$ cat config.mk
export PLATFORM = sky130hd
export DESIGN_NAME = baud_clk_gen
export DESIGN_NICKNAME = d
export VERILOG_FILES = /design/src/rtl/baudgen_pkg.sv /design/src/rtl/bg_clock_front.sv /design/src/rtl/bg_prescaler.sv /design/src/rtl/bg_rate_div.sv /design/src/rtl/bg_out_select.sv /design/src/rtl/baud_clk_gen.sv
export SDC_FILE = /design/constraint.sdc
export NUM_CORES = 1
export LEC_CHECK = 0
export ABC_AREA = 1
export BUFFER_PORTS_ARGS = -buffer_cell sky130_fd_sc_hd__buf_2
export CORE_ASPECT_RATIO = 1.4
export CORE_UTILIZATION = 40
export DETAILED_ROUTE_END_ITERATION = 10
export SLEW_MARGIN = 20
export SYNTH_ARGS = -nofsm -noshare
export SYNTH_HDL_FRONTEND = slang
export SYNTH_SLANG_ARGS = --single-unit
$ cat constraint.sdc
create_clock -name clk -period 7.6 [get_ports clk]
set_input_delay 1.14 -clock clk [delete_from_list [all_inputs] [get_ports clk]]
set_output_delay 1.14 -clock clk [all_outputs]
set_load 0.01 [all_outputs]
$ cat src/rtl/baudgen_pkg.sv
package baudgen_pkg;

  localparam int unsigned SEL_W     = 4;
  localparam int unsigned NUM_CODES = 1 << SEL_W;

  // Prescaled periods per output period for each select code; 0 marks the
  // codes that route the external line instead of a counter.
  function automatic int unsigned code_divisor(input int unsigned code);
    case (code)
      2:       return 192;
      3:       return 128;
      4:       return 71;
      5:       return 48;
      6:       return 16;
      7:       return 4;
      8:       return 1;
      9:       return 2;
      10:      return 5;
      11:      return 8;
      12:      return 4;
      13:      return 32;
      14:      return 64;
      15:      return 87;
      default: return 0;
    endcase
  endfunction

  function automatic logic is_ext_code(input logic [SEL_W-1:0] code);
    return code_divisor(int'(code)) == 0;
  endfunction

endpackage

$ cat src/rtl/bg_clock_front.sv
module bg_clock_front (
  input  logic clk,
  input  logic rst_n,
  input  logic srst,
  input  logic mode_pri,
  input  logic aux_pin,
  output logic ref_en,
  output logic chain_clr,
  output logic aux_lvl
);

  logic aux_m, aux_s, aux_d, mode_q, armed;
  logic armed_nx, init_fire;

  always_comb begin
    init_fire = !mode_pri && armed && aux_s;
    armed_nx  = armed;
    if (mode_pri)       armed_nx = 1'b0;
    else if (init_fire) armed_nx = 1'b0;
    else if (mode_q)    armed_nx = 1'b1;
  end

  always_ff @(posedge clk or negedge rst_n) begin
    if (!rst_n) begin
      aux_m  <= 1'b0;
      aux_s  <= 1'b0;
      aux_d  <= 1'b0;
      mode_q <= 1'b1;
      armed  <= 1'b0;
    end else begin
      aux_m  <= aux_pin;
      aux_s  <= aux_m;
      aux_d  <= aux_s;
      mode_q <= mode_pri;
      armed  <= armed_nx;
    end
  end

  assign ref_en    = mode_pri | (aux_s & ~aux_d);
  assign chain_clr = srst | init_fire | (mode_pri & aux_s);
  assign aux_lvl   = aux_s;

endmodule

$ cat src/rtl/bg_prescaler.sv
module bg_prescaler #(
  parameter int unsigned PRE_W = 4
) (
  input  logic             clk,
  input  logic             rst_n,
  input  logic             clr,
  input  logic             ref_en,
  output logic [PRE_W-1:0] cnt,
  output logic             pre_tick
);

  logic [PRE_W-1:0] cnt_nx;

  always_comb begin
    cnt_nx = cnt;
    if (clr)         cnt_nx = '0;
    else if (ref_en) cnt_nx = cnt + 1'b1;
  end

  always_ff @(posedge clk or negedge rst_n) begin
    if (!rst_n) cnt <= '0;
    else        cnt <= cnt_nx;
  end

  assign pre_tick = ref_en && !clr && (cnt == {PRE_W{1'b1}});

endmodule

$ cat src/rtl/bg_rate_div.sv
module bg_rate_div #(
  parameter int unsigned DIV = 2,
  parameter int unsigned CW  = 8
) (
  input  logic clk,
  input  logic rst_n,
  input  logic clr,
  input  logic tick,
  input  logic pre_msb,
  output logic div_out
);

  localparam int unsigned HALF = DIV / 2;

  generate
    if (DIV <= 1) begin : g_direct
      logic unused_direct;
      assign unused_direct = ^{clk, rst_n, clr, tick};
      assign div_out = pre_msb;
    end else begin : g_count
      logic [CW-1:0] cnt, cnt_nx;
      logic          out_q, out_nx;
      logic          unused_msb;
      assign unused_msb = pre_msb;

      always_comb begin
        cnt_nx = cnt;
        out_nx = out_q;
        if (clr) begin
          cnt_nx = '0;
          out_nx = 1'b1;
        end else if (tick) begin
          cnt_nx = (cnt == CW'(DIV - 1)) ? '0 : cnt + 1'b1;
          out_nx = (cnt_nx < CW'(HALF));
        end
      end

      always_ff @(posedge clk or negedge rst_n) begin
        if (!rst_n) begin
          cnt   <= '0;
          out_q <= 1'b0;
        end else begin
          cnt   <= cnt_nx;
          out_q <= out_nx;
        end
      end

      assign div_out = out_q;
    end
  endgenerate

endmodule

$ cat src/rtl/bg_out_select.sv
module bg_out_select
  import baudgen_pkg::*;
(
  input  logic                 clk,
  input  logic                 rst_n,
  input  logic                 clr,
  input  logic                 tick,
  input  logic [SEL_W-1:0]     sel,
  input  logic                 ext_in,
  input  logic [NUM_CODES-1:0] div_bus,
  output logic [SEL_W-1:0]     sel_q,
  output logic                 z
);

  logic [SEL_W-1:0] sel_nx;
  logic             z_nx;

  always_comb begin
    sel_nx = (clr || tick) ? sel : sel_q;
    z_nx   = is_ext_code(sel_q) ? ext_in : div_bus[sel_q];
  end

  always_ff @(posedge clk or negedge rst_n) begin
    if (!rst_n) begin
      sel_q <= '0;
      z     <= 1'b0;
    end else begin
      sel_q <= sel_nx;
      z     <= z_nx;
    end
  end

endmodule

$ cat src/rtl/baud_clk_gen.sv
module baud_clk_gen
  import baudgen_pkg::*;
#(
  parameter int unsigned PRE_W = 4,
  parameter int unsigned DIV_W = 8
) (
  input  logic             clk,
  input  logic             rst_n,
  input  logic             srst,
  input  logic             mode_pri,
  input  logic             aux_clk,
  input  logic [SEL_W-1:0] rate_sel,
  input  logic             ext_in,
  output logic             raw_tick,
  output logic [PRE_W-2:0] pre_q,
  output logic             rate_out
);

  logic                 rst_m, rst_s;
  logic                 ref_en, chain_clr, aux_lvl, pre_tick;
  logic [PRE_W-1:0]     pre_cnt;
  logic [NUM_CODES-1:0] div_bus;
  logic [SEL_W-1:0]     sel_q;

  always_ff @(posedge clk or negedge rst_n) begin
    if (!rst_n) begin
      rst_m <= 1'b0;
      rst_s <= 1'b0;
    end else begin
      rst_m <= 1'b1;
      rst_s <= rst_m;
    end
  end

  bg_clock_front u_front (
    .clk(clk), .rst_n(rst_s), .srst(srst), .mode_pri(mode_pri),
    .aux_pin(aux_clk), .ref_en(ref_en), .chain_clr(chain_clr), .aux_lvl(aux_lvl)
  );

  bg_prescaler #(.PRE_W(PRE_W)) u_pre (
    .clk(clk), .rst_n(rst_s), .clr(chain_clr), .ref_en(ref_en),
    .cnt(pre_cnt), .pre_tick(pre_tick)
  );

  for (genvar c = 0; c < NUM_CODES; c++) begin : g_rate
    localparam int unsigned D = code_divisor(c);
    if (D == 0) begin : g_ext
      assign div_bus[c] = 1'b0;
    end else begin : g_div
      bg_rate_div #(.DIV(D), .CW(DIV_W)) u_div (
        .clk(clk), .rst_n(rst_s), .clr(chain_clr), .tick(pre_tick),
        .pre_msb(pre_cnt[PRE_W-1]), .div_out(div_bus[c])
      );
    end
  end

  bg_out_select u_sel (
    .clk(clk), .rst_n(rst_s), .clr(chain_clr), .tick(pre_tick),
    .sel(rate_sel), .ext_in(ext_in), .div_bus(div_bus),
    .sel_q(sel_q), .z(rate_out)
  );

  assign raw_tick = ref_en;
  assign pre_q    = pre_cnt[PRE_W-2:0];

endmodule

==> flow_summary_export.csv, run 1 <==
group,metric,value,unit
logic_synthesis,avgSynthCellArea,7.72,um2
global_route,grt_max_degree,76,
detailed_routing,wire_per_inst,13.5,um
logic_synthesis,synth-warning-count,0,
cells_and_area,fill_cells,1767,
floorplanning,die_w,116,um
global_route,grt_use_total,0.189,
timing,period_share,0.429,
timing,period_needed,3.26,ns
detailed_routing,num_vias,6179,
detailed_routing,drt_wl_total,16300,um
clock_tree,cts_max_path_buffers,2,
logic_synthesis,yosys_register_bits,133,
global_route,grt_pass1_wl,27800,um
critical_path,crit_arrival,3.58,ns
timing,finClkSkew,0.00554,ns
timing,tightest_slew,0.957,ns
cells_and_area,multiInputGateArea,3360,um2
detailed_routing,drtIter0Drc,385,
cells_and_area,final_cell_mix,"nand2_1 (216), dfrtp_1 (131), inv_1 (124), nor2_1 (96), nand3_1 (74)",
cells_and_area,final_cells,1210,
cells_and_area,diodes,0,
global_route,grt_pass1_vias,6012,
critical_path,critPathMaxFanout,70,
logic_synthesis,seq_area_frac_synth,0.455,
detailed_routing,drtAntennaViolNets,0,
clock_tree,cts_setup_buffers,0,
timing,setup_viol,0,
clock_tree,clk-insertion-delay-late,0.43,ns
critical_path,end_kind,"flip-flop",
clock_tree,root_buffer,"clkbuf_16",
detailed_routing,drcViolationCount,0,
floorplanning,io_pins,15,
cells_and_area,regArea,3330,um2
timing,final.setup.tns,0,ns
detailed_routing,via_per_inst,5.11,
clock_tree,cts_buffers,17,
logic_synthesis,syn_inst,949,
floorplanning,start_util,0.409,
clock_tree,cts_resized,0,
cells_and_area,nets,992,
global_route,grt_overflow,0,
cells_and_area,area.growth.synth_to_final,12.7,%
timing,holdWs,0.349,ns
logic_synthesis,synth_cell_types,37,
clock_tree,postCtsHoldBufs,0,
timing,rsz0062_at_grt,"no",
placed_design,dp.cells,1178,
critical_path,path_class,"in2reg",
timing,fmax,307,MHz
placed_design,hpwl,10800,um
floorplanning,rows,58,
job,cap_violations,0,
timing,slew_headroom,0.362,
critical_path,required,7.92,ns
logic_synthesis,netlist_area,7320,um2
placed_design,portBuffers,14,
pwr,leakagePower,3.89,nW
min_path,hp-class,"reg2reg",
outcome,status,"completed",
floorplanning,die_y,162,um
detailed_routing,dr.pass1.iters,4,
pwr,powerDensity,212,nW/um2
clock_tree,cts_tree,"done",
timing,drv_slew,0,
critical_path,critPathLaunchType,"input pin",
floorplanning,die_area,18900,um2
pwr,peakVddDrop,0.163,mV
global_route,antenna_found_initial,0,
timing,hold_viol,0,
cells_and_area,drive_gt1_frac,0.0598,
logic_synthesis,synthesis.nets,984,
cells_and_area,final_common_cell,"nand2_1",
placed_design,place_congestion,0.826,
clock_tree,h-tree-depth,4,
floorplanning,core,17900,um2
clock_tree,cts.sinks,133,
clock_tree,clkTransAtPathRegs,0.06,ns
## state kept, by name, indices dropped and copies added, names as in the netlist, 4 cells and up
| name | flops |
|---|---|
| g_rate.g_div.u_div.g_count.cnt | 104 |
| g_rate.g_div.u_div.div_out | 13 |
| u_pre.cnt | 4 |
| u_sel.sel_q | 4 |
## cell usage after synthesis (all sizes together)
cell type / count / area (um2)
dfrtp: 132 / 3300
nor2: 97 / 372
or2: 2 / 12.5
o22ai: 39 / 244
o21a: 5 / 37.5
a21oi: 50 / 262
nand2: 218 / 828
o211ai: 2 / 15.0
nor3: 13 / 65.1
conb: 1 / 3.75
buf: 21 / 131
dfstp: 1 / 26.3
nand4: 25 / 156
nand3: 74 / 370
ha: 25 / 313
xnor2: 2 / 17.5
o32ai: 3 / 26.3
a31oi: 1 / 6.26
xor2: 15 / 131
a32o: 1 / 10.0
clkbuf: 7 / 26.3
and3: 2 / 12.5
clkinv: 1 / 3.75
nand3b: 1 / 7.51
inv: 126 / 473
o21bai: 1 / 7.51
a22o: 8 / 70.1
o21ai: 71 / 355
o31ai: 5 / 37.5
## stage by stage
step	power [mW]	util	worst slack, ns	instance area, um2
global placement	0.813	0.422	3.89	7560
floorplan	0.791	-	3.62	7320
global route	1.81	0.460	4.02	8250
CTS	1.77	0.460	4.31	8250
finish	1.75	0.460	4.34	8250
detailed placement	0.813	0.422	3.85	7560
## power breakdown
group	switching (mW)	leakage [nW]	internal, mW
clock network	0.307	0.336	0.643
registers	0.0131	1.77	0.717
logic	0.0506	1.79	0.0185
## critical path, stage by stage
cell	delay (ns)
buf_2	0.11
nand2_1	0.05
nand3_1	0.37
a21oi_4	0.24
buf_4	0.47
inv_2	0.27
buf_4	0.42
or2_2	0.37
nand2_1	0.07
nor2_1	0.04
## cell type report
class	instances	area share
Sequential cell	133	0.404
Clock inverter	7	0.0197
Timing Repair Buffer	17	0.0112
Tap cell	240	0.0364
Clock buffer	25	0.0637
Multi-Input combinational cell	661	0.407
Inverter	127	0.0578
## kinds of logic (layout without fill, tap and decap cells)
kind of cell / Yosys count / after routing / share of synthesized area
and+or+nand+nor: 432 / 432 / 0.249
AOI/OAI and AO/OA: 186 / 186 / 0.146
buffers and inverters: 155 / 176 / 0.0866
DFF: 133 / 133 / 0.455
adders and majority gates: 25 / 25 / 0.0427
xor gates and xnor gates: 17 / 17 / 0.0203
other: 1 / 1 / 0.000512
## per-layer routing
metal  vias up  routed length, um  GRT usage
li1       3155                  -          -
met1      2917               7050      0.216
met2        89               8560      0.342
met3        18                457     0.0388
met4         0                271     0.0635
met5         -                  0          0
## path summary, 6_finish.rpt
check	from	end	slack, ns	cells past startpoint
worst max-delay path	mode_pri	g_rate[14].g_div.u_div.div_out	4.34	10
worst min-delay path	rst_m	rst_s	0.35	0
worst max register to register	u_front.aux_lvl	g_rate[14].g_div.u_div.div_out	4.70	9
worst min register to register	rst_m	rst_s	0.35	0
max in group asynchronous	rst_s	g_rate[6].g_div.u_div.g_count.cnt[1]	5.74	1
min in group asynchronous	rst_s	g_rate[10].g_div.u_div.g_count.cnt[7]	0.42	0
Power figures use the tool's default switching activity.
==> inputs of run 2 (changes only) <==
- ABC_AREA: 1 -> 0
- clock period: 7.6 -> 2.65 ns (I/O delays scaled with it)
==> run 2 against run 1 <==
  * Combinational power grew to 2.6 times the previous value
  * Sequential cell count unchanged
  * Critical path depth is 4 lower
  * Highest routed layer is now met5
  * Die area grew 4.5%
  * First-iteration DRC count rose by 1.3%
  * Routed wire length rose by 3.2%
  * Critical endpoint is now g_rate[2].g_div.u_div.div_out
  * Final cell count down 6.9%
  * Register-to-register slack got worse by 4.3 ns
  * Synthesized area rose by 4.6%
==> flow_summary_export.csv, run 2 <==
group,metric,value,unit
timing,tightest_slew,0.995,ns
timing,period_share,0.860,
logic_synthesis,yosys_register_bits,133,
logic_synthesis,synth_common_cells,"dfrtp_1 (132), nand2_1 (116), nor2_1 (83)",
detailed_routing,drt_wl_total,16900,um
clock_tree,cts_tree,"done",
global_route,grt_use_total,0.185,
floorplanning,start_util,0.410,
logic_synthesis,synth-edff-count,0,
clock_tree,cts.sinks,133,
logic_synthesis,yosysTopAreaCellShare,0.431,
detailed_routing,dr.pass1.iters,4,
pwr,powerDensity,563,nW/um2
floorplanning,die_w,119,um
cells_and_area,drive_gt1_frac,0.0929,
global_route,grt_max_degree,52,
placed_design,portBuffers,14,
cells_and_area,top_register,"g_rate.g_div.u_div.g_count.cnt",
detailed_routing,drcViolationCount,0,
clock_tree,h-tree-depth,4,
timing,period_needed,2.28,ns
cells_and_area,largest_reg_flops,104,
timing,slew_headroom,0.334,
cells_and_area,area.growth.synth_to_final,13.1,%
timing,setup_viol,0,
clock_tree,clk-insertion-delay-late,0.42,ns
logic_synthesis,seq_area_frac_synth,0.435,
critical_path,required,2.96,ns
placed_design,place_congestion,0.823,
cells_and_area,diodes,0,
global_route,grt_overflow,0,
global_route,grt_pass1_vias,6091,
critical_path,cp_top_family,"simple AND/OR/NAND/NOR gates",
clock_tree,clkTransAtPathRegs,0.06,ns
floorplanning,core,18700,um2
detailed_routing,via_per_inst,5.52,
critical_path,crit_slowest_cell,"nor2_1",
logic_synthesis,synth_compound_area_frac,0.147,
logic_synthesis,yosys.area.top_type,"dfrtp_1",
timing,rsz0062_at_grt,"no",
cells_and_area,regArea,3330,um2
logic_synthesis,synthesis.nets,907,
critical_path,r2r-start,"u_pre.cnt[0]",
cells_and_area,multiInputGateArea,4030,um2
detailed_routing,num_vias,6219,
detailed_routing,drtIter0Drc,390,
pwr,peakVddDrop,0.444,mV
critical_path,path_class,"reg2reg",
logic_synthesis,synth.most_common_cell,"dfrtp_1",
placed_design,place_area,8000,um2
clock_tree,cts_max_path_buffers,2,
critical_path,crit_buf_inv,0,
logic_synthesis,synth_cell_types,69,
clock_tree,cts_resized,0,
global_route,grt_pass1_wl,29400,um
pwr,leakagePower,3.54,nW
logic_synthesis,synth-warning-count,0,
job,cap_violations,0,
logic_synthesis,synthSimpleGateAreaFrac,0.250,
timing,hold_viol,0,
detailed_routing,drtAntennaViolNets,0,
logic_synthesis,ys.flop_type,"dfrtp_1",
critical_path,cp_cell_sequence,"ha_1 > and3_1 > o21ai_4 > nor2_1 > nand2_1 > o22a_1",
critical_path,crit_arrival,2.59,ns
cells_and_area,final_cell_mix,"dfrtp_1 (131), nand2_1 (116), nor2_1 (83), a21oi_1 (65), o21ai_0 (60)",
timing,drv_slew,0,
cells_and_area,finalInstanceArea,8660,um2
floorplanning,die_area,19700,um2
floorplanning,io_pins,15,
critical_path,critPathLaunch,"u_pre.cnt[0]",
floorplanning,rows,59,
min_path,hp-class,"in2reg",
timing,fmax,439,MHz
outcome,status,"completed",
logic_synthesis,synth_xor_area_frac,0.0686,
clock_tree,cts_setup_buffers,0,
critical_path,end_kind,"flip-flop",
logic_synthesis,synth_top_family_by_area,"simple AND/OR/NAND/NOR gates",
critical_path,critPathLaunchType,"flip-flop",
placed_design,hpwl,11300,um
detailed_routing,wire_per_inst,15.0,um
clock_tree,root_buffer,"clkbuf_16",
cells_and_area,final_common_cell,"dfrtp_1",
critical_path,critPathMaxFanout,17,
logic_synthesis,syn_inst,872,
timing,final.setup.tns,0,ns
min_path,min_from,"aux_clk",
logic_synthesis,synthMuxAreaShare,0.0165,
global_route,antenna_found_initial,1,
logic_synthesis,yosys-top-cells-area,"dfrtp_1 (43%), nand2_1 (5.7%), a21oi_1 (4.2%)",
critical_path,cp_slowest_stage_delay,0.79,ns
logic_synthesis,synth-adder-area-share,0.0408,
floorplanning,die_y,166,um
timing,finClkSkew,0.00981,ns
cells_and_area,fill_cells,1812,
logic_synthesis,avgSynthCellArea,8.78,um2
clock_tree,cts_buffers,17,
logic_synthesis,ys_async_sr_fraction,1.00,
cells_and_area,nets,905,
logic_synthesis,netlist_area,7660,um2
## run 2: power by group
| group | total, mW | switching, mW | internal, mW |
|---|---|---|---|
| clock | 2.61 | 0.935 | 1.68 |
| combinational | 0.181 | 0.119 | 0.0624 |
| sequential | 2.09 | 0.0388 | 2.05 |
## run 2: final timing paths
kind / end / slack, ns / depth (start not counted)
setup / recovery: g_rate[2].g_div.u_div.div_out / 0.37 / 6
hold / removal: u_front.aux_m / 0.08 / 1
setup reg to reg: g_rate[2].g_div.u_div.div_out / 0.37 / 6
hold reg to reg: u_front.aux_lvl / 0.34 / 0
max in group asynchronous: g_rate[11].g_div.u_div.g_count.cnt[1] / 1.44 / 1
min in group asynchronous: rst_s / 0.29 / 2
## run 2: layout make-up
| type | count | share of cell area |
|---|---|---|
| clock buffers | 17 | 0.0491 |
| clock inverters | 15 | 0.0263 |
| inverters | 17 | 0.00737 |
| multi-input cells | 667 | 0.466 |
| flip-flops and latches | 133 | 0.385 |
| well taps | 244 | 0.0352 |
| repair buffers | 34 | 0.0315 |
## run 2: stage by stage
stage / hold WS (ns) / setup slack [ns] / power, mW / instances / util
2_1_floorplan: 0.102 / 0.438 / 2.22 / 872 / -
4_1_cts: 0.0595 / 0.294 / 4.95 / 1127 / 0.464
3_3_place_gp: 0.183 / 0.300 / 2.31 / 1094 / 0.428
5_1_grt: 0.0719 / 0.146 / 5.05 / 1127 / 0.464
6_report: 0.0834 / 0.370 / 4.88 / 1127 / 0.464
3_5_place_dp: 0.189 / 0.279 / 2.31 / 1094 / 0.428
## run 2: repair_timing
item                       in CTS  in global routing
hold buffers                    1                  0
hold endpoints to repair        2                  0
setup endpoints to repair       0                  0
## run 2: logic make-up after synthesis
| kind of cell | after synthesis |
|---|---|
| simple gates | 382 |
| compound gates | 189 |
| flops | 133 |
| buf+inv | 72 |
| xor+xnor | 60 |
| fa+ha+maj | 25 |
| mux | 10 |
| other cells | 1 |
## run 2: metal layers
layer	up-vias	part of all wire	global-route usage
li1	3107	-	-
met1	3016	0.45	0.232
met2	73	0.51	0.316
met4	2	0.017	0.0688
met5	-	0.00077	0
met3	21	0.027	0.0347
